<file path="config.mk">
export PLATFORM = sky130hd
export DESIGN_NAME = dram_sr_sequencer
export DESIGN_NICKNAME = d
export VERILOG_FILES = /design/src/rtl/srq_pkg.sv /design/src/rtl/srq_sync_rise.sv /design/src/rtl/srq_timer.sv /design/src/rtl/srq_seq_fsm.sv /design/src/rtl/dram_sr_sequencer.sv
export SDC_FILE = /design/constraint.sdc
export NUM_CORES = 1
export LEC_CHECK = 0
export ABC_AREA = 1
export BUFFER_PORTS_ARGS = -buffer_cell sky130_fd_sc_hd__buf_2
export CAP_MARGIN = 20
export CORE_MARGIN = 1
export CORE_UTILIZATION = 30
export CTS_CLUSTER_DIAMETER = 40
export CTS_CLUSTER_SIZE = 40
export DETAILED_ROUTE_END_ITERATION = 10
export GPL_ROUTABILITY_DRIVEN = 0
export GPL_TIMING_DRIVEN = 0
export PLACE_DENSITY = 0.56
export SETUP_SLACK_MARGIN = 0.05
export SYNTH_ARGS = -nofsm -noshare
export SYNTH_HDL_FRONTEND = slang
export SYNTH_SLANG_ARGS = --single-unit
</file>
<file path="constraint.sdc">
create_clock -name clk -period 3.7 [get_ports clk]
set_input_delay 0.185 -clock clk [delete_from_list [all_inputs] [get_ports clk]]
set_output_delay 0.185 -clock clk [all_outputs]
set_load 0.01 [all_outputs]
</file>
<file path="src/rtl/srq_pkg.sv">
package srq_pkg;
  typedef enum logic [2:0] {
    CMD_NOP  = 3'd0,
    CMD_PREA = 3'd1,
    CMD_SRE  = 3'd2,
    CMD_SRX  = 3'd3,
    CMD_MRS  = 3'd4,
    CMD_REF  = 3'd5
  } dram_cmd_e;

  typedef enum logic [3:0] {
    ST_OFF, ST_CKE_WAIT, ST_INIT_PRE, ST_INIT_MRS, ST_INIT_REF, ST_READY,
    ST_DRAIN, ST_SR_PRE, ST_SR_ENTER, ST_SELF_REF, ST_SR_EXIT, ST_EXIT_WAIT
  } seq_state_e;
endpackage

</file>
<file path="src/rtl/srq_sync_rise.sv">
module srq_sync_rise #(
  parameter int STAGES = 2
) (
  input  logic clk,
  input  logic rst,
  input  logic d,
  output logic rise
);
  logic sync_out;
  logic prev_q;

  generate
    if (STAGES == 0) begin : g_direct
      assign sync_out = d;
    end else begin : g_sync
      logic [STAGES-1:0] chain_q;
      always_ff @(posedge clk) begin
        if (rst) begin
          chain_q <= '0;
        end else begin
          chain_q[0] <= d;
          for (int i = 1; i < STAGES; i++) chain_q[i] <= chain_q[i-1];
        end
      end
      assign sync_out = chain_q[STAGES-1];
    end
  endgenerate

  always_ff @(posedge clk) begin
    if (rst) prev_q <= 1'b0;
    else     prev_q <= sync_out;
  end

  assign rise = sync_out & ~prev_q;
endmodule

</file>
<file path="src/rtl/srq_timer.sv">
module srq_timer #(
  parameter int W = 8
) (
  input  logic         clk,
  input  logic         rst,
  input  logic         load,
  input  logic [W-1:0] load_val,
  output logic         zero
);
  logic [W-1:0] cnt_q;

  always_ff @(posedge clk) begin
    if (rst)               cnt_q <= '0;
    else if (load)         cnt_q <= load_val;
    else if (cnt_q != '0)  cnt_q <= cnt_q - 1'b1;
  end

  assign zero = (cnt_q == '0);
endmodule

</file>
<file path="src/rtl/srq_seq_fsm.sv">
module srq_seq_fsm
  import srq_pkg::*;
#(
  parameter int INIT_WAIT   = 16,
  parameter int BYPASS_WAIT = 200,
  parameter int MRS_COUNT   = 4,
  parameter int REF_COUNT   = 2,
  parameter int DLY_W       = 4,
  parameter int CNT_W       = 8
) (
  input  logic             clk,
  input  logic             rst,
  input  logic             pwr_start,
  input  logic             bypass,
  input  logic             trig,
  input  logic             busy,
  input  logic             exit_req,
  input  logic [DLY_W-1:0] exit_dly,
  input  logic             tmr_zero,
  output logic             tmr_load,
  output logic [CNT_W-1:0] tmr_val,
  output logic             cke,
  output dram_cmd_e        cmd,
  output logic             ready
);
  seq_state_e st_q, st_n;
  logic       byp_q;

  always_comb begin
    st_n     = st_q;
    tmr_load = 1'b0;
    tmr_val  = '0;
    unique case (st_q)
      ST_OFF: if (pwr_start) begin
        st_n     = ST_CKE_WAIT;
        tmr_load = 1'b1;
        tmr_val  = bypass ? CNT_W'(BYPASS_WAIT - 1) : CNT_W'(INIT_WAIT - 1);
      end
      ST_CKE_WAIT: if (tmr_zero) st_n = byp_q ? ST_READY : ST_INIT_PRE;
      ST_INIT_PRE: begin
        st_n     = ST_INIT_MRS;
        tmr_load = 1'b1;
        tmr_val  = CNT_W'(MRS_COUNT - 1);
      end
      ST_INIT_MRS: if (tmr_zero) begin
        st_n     = ST_INIT_REF;
        tmr_load = 1'b1;
        tmr_val  = CNT_W'(REF_COUNT - 1);
      end
      ST_INIT_REF:  if (tmr_zero) st_n = ST_READY;
      ST_READY:     if (trig) st_n = ST_DRAIN;
      ST_DRAIN:     if (!busy) st_n = ST_SR_PRE;
      ST_SR_PRE:    st_n = ST_SR_ENTER;
      ST_SR_ENTER:  st_n = ST_SELF_REF;
      ST_SELF_REF:  if (exit_req) st_n = ST_SR_EXIT;
      ST_SR_EXIT: begin
        if (exit_dly == '0) begin
          st_n = ST_READY;
        end else begin
          st_n     = ST_EXIT_WAIT;
          tmr_load = 1'b1;
          tmr_val  = CNT_W'(exit_dly) - CNT_W'(1);
        end
      end
      ST_EXIT_WAIT: if (tmr_zero) st_n = ST_READY;
      default:      st_n = ST_OFF;
    endcase
  end

  always_ff @(posedge clk) begin
    if (rst) begin
      st_q  <= ST_OFF;
      byp_q <= 1'b0;
      cke   <= 1'b0;
      cmd   <= CMD_NOP;
      ready <= 1'b0;
    end else begin
      st_q  <= st_n;
      if (st_q == ST_OFF && pwr_start) byp_q <= bypass;
      cke   <= !(st_n == ST_OFF || st_n == ST_SELF_REF);
      ready <= (st_n == ST_READY);
      case (st_n)
        ST_INIT_PRE, ST_SR_PRE: cmd <= CMD_PREA;
        ST_INIT_MRS:            cmd <= CMD_MRS;
        ST_INIT_REF:            cmd <= CMD_REF;
        ST_SR_ENTER:            cmd <= CMD_SRE;
        ST_SR_EXIT:             cmd <= CMD_SRX;
        default:                cmd <= CMD_NOP;
      endcase
    end
  end
endmodule

</file>
<file path="src/rtl/dram_sr_sequencer.sv">
module dram_sr_sequencer #(
  parameter int INIT_WAIT   = 16,
  parameter int BYPASS_WAIT = 200,
  parameter int MRS_COUNT   = 4,
  parameter int REF_COUNT   = 2,
  parameter int DLY_W       = 4,
  parameter int SYNC_STAGES = 2
) (
  input  logic             clk,
  input  logic             rst,
  input  logic             cfg_irq_sr_en,
  input  logic             cfg_force_sr,
  input  logic             cfg_init_bypass,
  input  logic [DLY_W-1:0] cfg_exit_dly,
  input  logic             irq_out_in,
  input  logic             pwr_start,
  input  logic             sr_exit_req,
  input  logic             busy_in,
  output logic             dram_cke,
  output logic [2:0]       dram_cmd,
  output logic             traffic_ready
);
  import srq_pkg::*;

  localparam int LONG_WAIT = (BYPASS_WAIT > INIT_WAIT) ? BYPASS_WAIT : INIT_WAIT;
  localparam int DLY_MAX   = (1 << DLY_W) - 1;
  localparam int BURST_MAX = (MRS_COUNT > REF_COUNT) ? MRS_COUNT : REF_COUNT;
  localparam int MAX_A     = (LONG_WAIT > DLY_MAX) ? LONG_WAIT : DLY_MAX;
  localparam int CNT_MAX   = (MAX_A > BURST_MAX) ? MAX_A : BURST_MAX;
  localparam int CNT_W     = $clog2(CNT_MAX + 1);

  logic             irq_rise, force_rise, trig;
  logic             tmr_load, tmr_zero;
  logic [CNT_W-1:0] tmr_val;
  dram_cmd_e        cmd_e;

  srq_sync_rise #(.STAGES(SYNC_STAGES)) u_irq_edge (
    .clk(clk), .rst(rst), .d(irq_out_in), .rise(irq_rise)
  );

  srq_sync_rise #(.STAGES(0)) u_force_edge (
    .clk(clk), .rst(rst), .d(cfg_force_sr), .rise(force_rise)
  );

  assign trig = (cfg_irq_sr_en & irq_rise) | force_rise;

  srq_timer #(.W(CNT_W)) u_timer (
    .clk(clk), .rst(rst), .load(tmr_load), .load_val(tmr_val), .zero(tmr_zero)
  );

  srq_seq_fsm #(
    .INIT_WAIT(INIT_WAIT), .BYPASS_WAIT(BYPASS_WAIT), .MRS_COUNT(MRS_COUNT),
    .REF_COUNT(REF_COUNT), .DLY_W(DLY_W), .CNT_W(CNT_W)
  ) u_fsm (
    .clk(clk), .rst(rst), .pwr_start(pwr_start), .bypass(cfg_init_bypass),
    .trig(trig), .busy(busy_in), .exit_req(sr_exit_req), .exit_dly(cfg_exit_dly),
    .tmr_zero(tmr_zero), .tmr_load(tmr_load), .tmr_val(tmr_val),
    .cke(dram_cke), .cmd(cmd_e), .ready(traffic_ready)
  );

  assign dram_cmd = cmd_e;
endmodule

</file>
# After elaboration in Yosys (flattened, before gate mapping)
# Cells that the tools add are included.
[totals]
ramBits = 0
elab_cells = 69
memories = 0
reg_bits = 22
inputBits = 13
out_inout_bits = 5
latch_bits = 0
romBits = 0
[op_classes]
n_addsub = 2
n_reduce_logical = 11
n_bitwise = 6
n_shift = 0
div_mod_pow = 0
n_mul = 0
n_eq_ne = 19
mux = 22
order_cmp = 0
[ops]
columns = ["cell", "count"]
rows = [
  ["$pmux 4 s11", 1],
  ["$mux 8", 5],
  ["$mux 4", 8],
  ["$pmux 8 s4", 1],
  ["$eq 4x3->1 const B", 7],
  ["$eq 4x4->1 const B", 7],
  ["$eq 4x2->1 const B", 4],
  ["$pmux 3 s5", 1],
  ["$logic_not 4->1", 3],
  ["$logic_not 8->1", 1],
  ["$reduce_bool 8->1", 1],
  ["$sub 8x1->8 const B", 1],
  ["$sub 4x1->5 const B", 1],
  ["$eq 4x1->1 const B", 1],
  ["$mux 1", 4],
  ["$pmux 1 s4", 1],
  ["$reduce_or 2->1", 2],
  ["$and 1x1->1", 3],
  ["$mux 3", 1],
  ["$not 1->1", 2],
  ["$reduce_bool 2->1", 1],
  ["$logic_and 1x1->1", 1],
  ["$logic_not 1->1", 1],
  ["$logic_or 1x1->1", 1],
  ["$or 1x1->1", 1],
]

# Longest topological paths before layout
[depth]
depth_word = 9
depth_mapped = 13
depth_no_buf = 13

# Hierarchy
# A second synthesis with hierarchy kept.
[hier_totals]
hier_cells = 212
area_unflattened_um2 = 1355.0
[by_module_without_submodules]
columns = ["mod", "cells_each", "instances", "area_each_um2", "seq_area_each_um2"]
rows = [
  ["srq_seq_fsm", 125, 1, 753.2, 200.2],
  ["srq_timer", 70, 1, 473.0, 160.2],
  ["srq_sync_rise (u_irq_edge)", 10, 1, 86.3, 60.1],
  ["srq_sync_rise (u_force_edge)", 4, 1, 31.3, 20.0],
  ["dram_sr_sequencer", 3, 1, 11.3, 0.0],
]

# Worst setup path before layout
# OpenSTA, ideal clock, no wires.
[synth_path]
path_type = "register to register"
from = "register u_timer.cnt_q[0]"
to = "register u_fsm.cmd[0]"
setup_slack_ns = 2.167
required_time_ns = 3.586
n_path_buf = 0
stages_incl_launch_ff = 12
arrival_time_ns = 1.420
setup_time_ns = 0.114
path_cell_list = "dfxtp_1 inv_1 ha_1 nand2_1 nor2_4 nor2_1 o21ai_1 nand2_1 nor2_1 nand2_1 a21oi_1 nor2_1"
[synth_via]
elab_chain_len = 6
[synth_rtl]
columns = ["element", "line", "text"]
rows = [
  ["start, declared", "srq_timer.sv:10", "logic [W-1:0] cnt_q;"],
  ["start signal, assigned", "srq_timer.sv:14", "else if (load) cnt_q <= load_val;"],
  ["start signal, assigned", "srq_timer.sv:15", "else if (cnt_q != '0) cnt_q <= cnt_q - 1'b1;"],
  ["$logic_not 8->1 (*)", "srq_timer.sv:18", "assign zero = (cnt_q == '0);"],
  ["$mux 4 (on tied branches)", "--", ""],
  ["$pmux 4 s11 (*)", "srq_seq_fsm.sv:33", "unique case (st_q)"],
  ["$eq 4x2->1 / $eq 4x3->1 (equally long branches)", "srq_seq_fsm.sv:82", "case (st_n)"],
  ["$reduce_or 2->1", "srq_seq_fsm.sv:82", ""],
  ["$pmux 3 s5 (*)", "srq_seq_fsm.sv:82", ""],
  ["end signal, assigned", "srq_seq_fsm.sv:83", "ST_INIT_PRE, ST_SR_PRE: cmd <= CMD_PREA;"],
  ["end signal, assigned", "srq_seq_fsm.sv:84", "ST_INIT_MRS: cmd <= CMD_MRS;"],
  ["end signal, assigned", "srq_seq_fsm.sv:85", "ST_INIT_REF: cmd <= CMD_REF;"],
  ["end, declared", "srq_seq_fsm.sv:23", "output dram_cmd_e cmd,"],
]
# Every way passes the cells marked *; elsewhere a longest branch is shown, timed or not.
# A chain may end at the register's enable or synchronous reset.

# Worst setup path after layout
# Ends and elaborated chain as after synthesis.

==> results.yml <==
power_and_ir_drop:
  internal_power_w: 0.0006693
  sequentialPowerShare: 0.295
  switching_power_w: 0.0005460
  ir_drop_v: 0.0002850
  leakage_nw: 0.8729
  clkPwrFrac: 0.187
  p_sw_frac: 0.4493
  power_frac_comb: 0.518
  p_per_area_nw_per_um2: 776.5
setup_path:
  cp.arrival_ns: 2.00
  path_max_fanout: 7
  start_kind: "flip-flop"
  ff2ff_setup_slack_ns: 1.87
  cp.required_ns: 3.86
  crit_type: "flip-flop to flip-flop"
  r2r_cells: 11
  end_kind: "flip-flop"
global_route:
  grt_max_degree: 14
  grt_pass1_wl_um: 4830
  grt_pass1_vias: 1144
  grt_usage: 0.1373
  overflow: 0
  grt_antenna_before_repair: 0
logic_synthesis:
  syn_area_um2: 1346
  synth_area_leaders: "dfxtp_1 33%, nand2_1 15%, nor2_1 11%"
  ys_warn_count: 0
  avgSynthCellArea_um2: 6.147
  syn_inst: 219
  synth-seq-cells: 22
  yosysTopAreaCell: "dfxtp_1"
  syn_nets: 234
  ys_seq_area_frac: 0.3271
  ys.flop_type: "dfxtp_1"
  ys_types: 25
  synthArstFlopShare: 0
  synth.top_cell.area_share: 0.3271
  synth_edf_count: 0
  yosysMostFrequentCell: "nand2_1"
  ys_top_cells_by_count: "54 x nand2_1, 41 x nor2_1, 38 x inv_1, 22 x dfxtp_1, 13 x nand3_1"
clock_tree:
  cts_tree: "done"
  htree_levels: 1
  post-cts-setup-buffers: 0
  hold_buffers: 0
  cts_num_sinks: 22
  cts_resized: 0
  clkLatencyLatePin_ns: 0.27
  clockBufferDepth: 2
  cts_inserted_buffers: 3
  clk_pin_slew_ns: 0.09
  root_buffer: "clkbuf_8"
route:
  remaining_drc_errors: 0
  first_pass_iters: 4
  drtIter0Drc: 63
  ant_nets: 0
  wirelength_um: 2925
  num_vias: 1291
  viasPerCell: 4.452
  wire_per_inst_um: 10.09
floorplan:
  die_y_um: 68.99
  die_x_um: 68.99
  rows: 23
  ioPinCount: 18
  core_area_um2: 4144
  dieArea_um2: 4760
  initial_utilization: 0.3249
min_path:
  hold_path_depth: 3
  hold_class: "input pin to flip-flop"
status:
  outcome: "finished clean"
placement:
  pre_cts_slack_ns: 1.905
  place_area_um2: 1494
  dp_hpwl_um: 2285
  port_buffers: 17
finish:
  fin_nets: 256
  design_area_um2: 1565
  syn_to_final_growth_pct: 16.26
  drive_gt1_frac: 0.1583
  antenna_cells: 0
job:
  cap_violations: 0
timing:
  skew_ns: 0.008012
  rsz0062_at_grt: "false"
  setup_ws_ns: 1.865
  finalSetupTns_ns: 0
  min_period_ns: 1.835
  setup_viol: 0
  hold_viol: 0
  max_slew_margin: 0.7229
  holdWs_ns: 0.1104
  slew_violations: 0
  period_share: 0.4959
  clock.fmax_ghz: 0.5450
  tightest_slew_ns: 0.4157
routing by layer:
metal | up-vias | track usage | part of all wire
li1 | 715 | - | -
met1 | 547 | 0.1888 | 0.55
met2 | 25 | 0.2100 | 0.39
met3 | 4 | 0.02467 | 0.048
met4 | 0 | 0.05357 | 0.015
met5 | - | 0 | 0
metrics by stage:
stage | total power [W] | std cells | utilization
after global placement | 0.0009898 | 286 | 0.3605
after floorplan | 0.0008621 | 219 | -
after detailed placement | 0.0009890 | 286 | 0.3605
after global routing | 0.001338 | 290 | 0.3777
final | 0.001215 | 290 | 0.3777
after CTS | 0.001223 | 290 | 0.3777
path summary, 6_finish.rpt:
path,end,from
hold / removal,u_irq_edge.g_sync.chain_q[0],irq_out_in
setup / recovery,u_fsm.cmd[0],u_timer.cnt_q[0]
hold reg to reg,u_irq_edge.g_sync.chain_q[1],u_irq_edge.g_sync.chain_q[0]
setup reg to reg,u_fsm.cmd[0],u_timer.cnt_q[0]
sequential cells by signal, summed over array words and instances, names as in the netlist:
signal and flops:
u_fsm.ready 1, u_fsm.st_q 4, u_timer.cnt_q 8, u_fsm.cmd 3, u_irq_edge.prev_q 1, u_irq_edge.g_sync.chain_q 2, u_fsm.byp_q 1, u_force_edge.prev_q 1
u_fsm.cke 1
kinds of logic (layout without fill, tap and decap cells):
group                      count (synthesis)  count (layout)  synth area share
buffers and inverters                     41              62            0.1143
xor gates and xnor gates                   5               5           0.03253
AOI/OAI and AO/OA                         23              23           0.09572
DFF                                       22              22            0.3271
and+or+nand+nor                          126             126            0.4117
adders and majority gates                  2               2           0.01858
layout by cell type (no fill, tap or decap):
master,count
nand3_1,13
xnor2_1,1
ha_1,2
bufinv_16,1
clkbuf_8,3
nor2_2,3
nor4_1,1
nor2_1,41
nand2_1,54
nor3_1,1
a211oi_1,1
o21ai_0,3
clkbuf_1,1
nand3_2,1
nor2_4,3
o21ai_2,1
nand2_2,6
a21oi_1,12
xor2_1,4
a31oi_1,2
nand3b_1,2
inv_2,2
o21ai_1,2
buf_2,17
inv_1,38
or2_2,1
dfxtp_1,22
a22oi_1,2
power by group through the flow:
stage	clock network (W)	registers, W	logic [W]
floorplan	0	0.000356	0.000506
global placement	0	0.000363	0.000627
detailed placement	0	0.000362	0.000627
CTS	0.000233	0.000357	0.000633
global route	0.000239	0.000367	0.000732
finish	0.000227	0.000358	0.000630
worst max-delay path, cell delays in order (launching register included):
cell and delay, ns:
dfxtp_1 0.32, inv_1 0.13, ha_1 0.20, nand2_1 0.11, nor2_4 0.24, nor2_1 0.08
o21ai_1 0.15, nand2_1 0.08, nor2_1 0.14, nand2_1 0.09, a21oi_1 0.13, nor2_1 0.05
layout make-up:
cell class,instances,area [um^2]
Clock buffer,3,41.29
Multi-Input combinational cell,156,752.0
Timing Repair Buffer,17,85.08
Buffer,1,3.754
Tap cell,50,62.56
Inverter,40,150.1
Fill cell,477,2579
Clock inverter,1,30.03
Sequential cell,22,440.4
(Power assumes the default switching activity.)
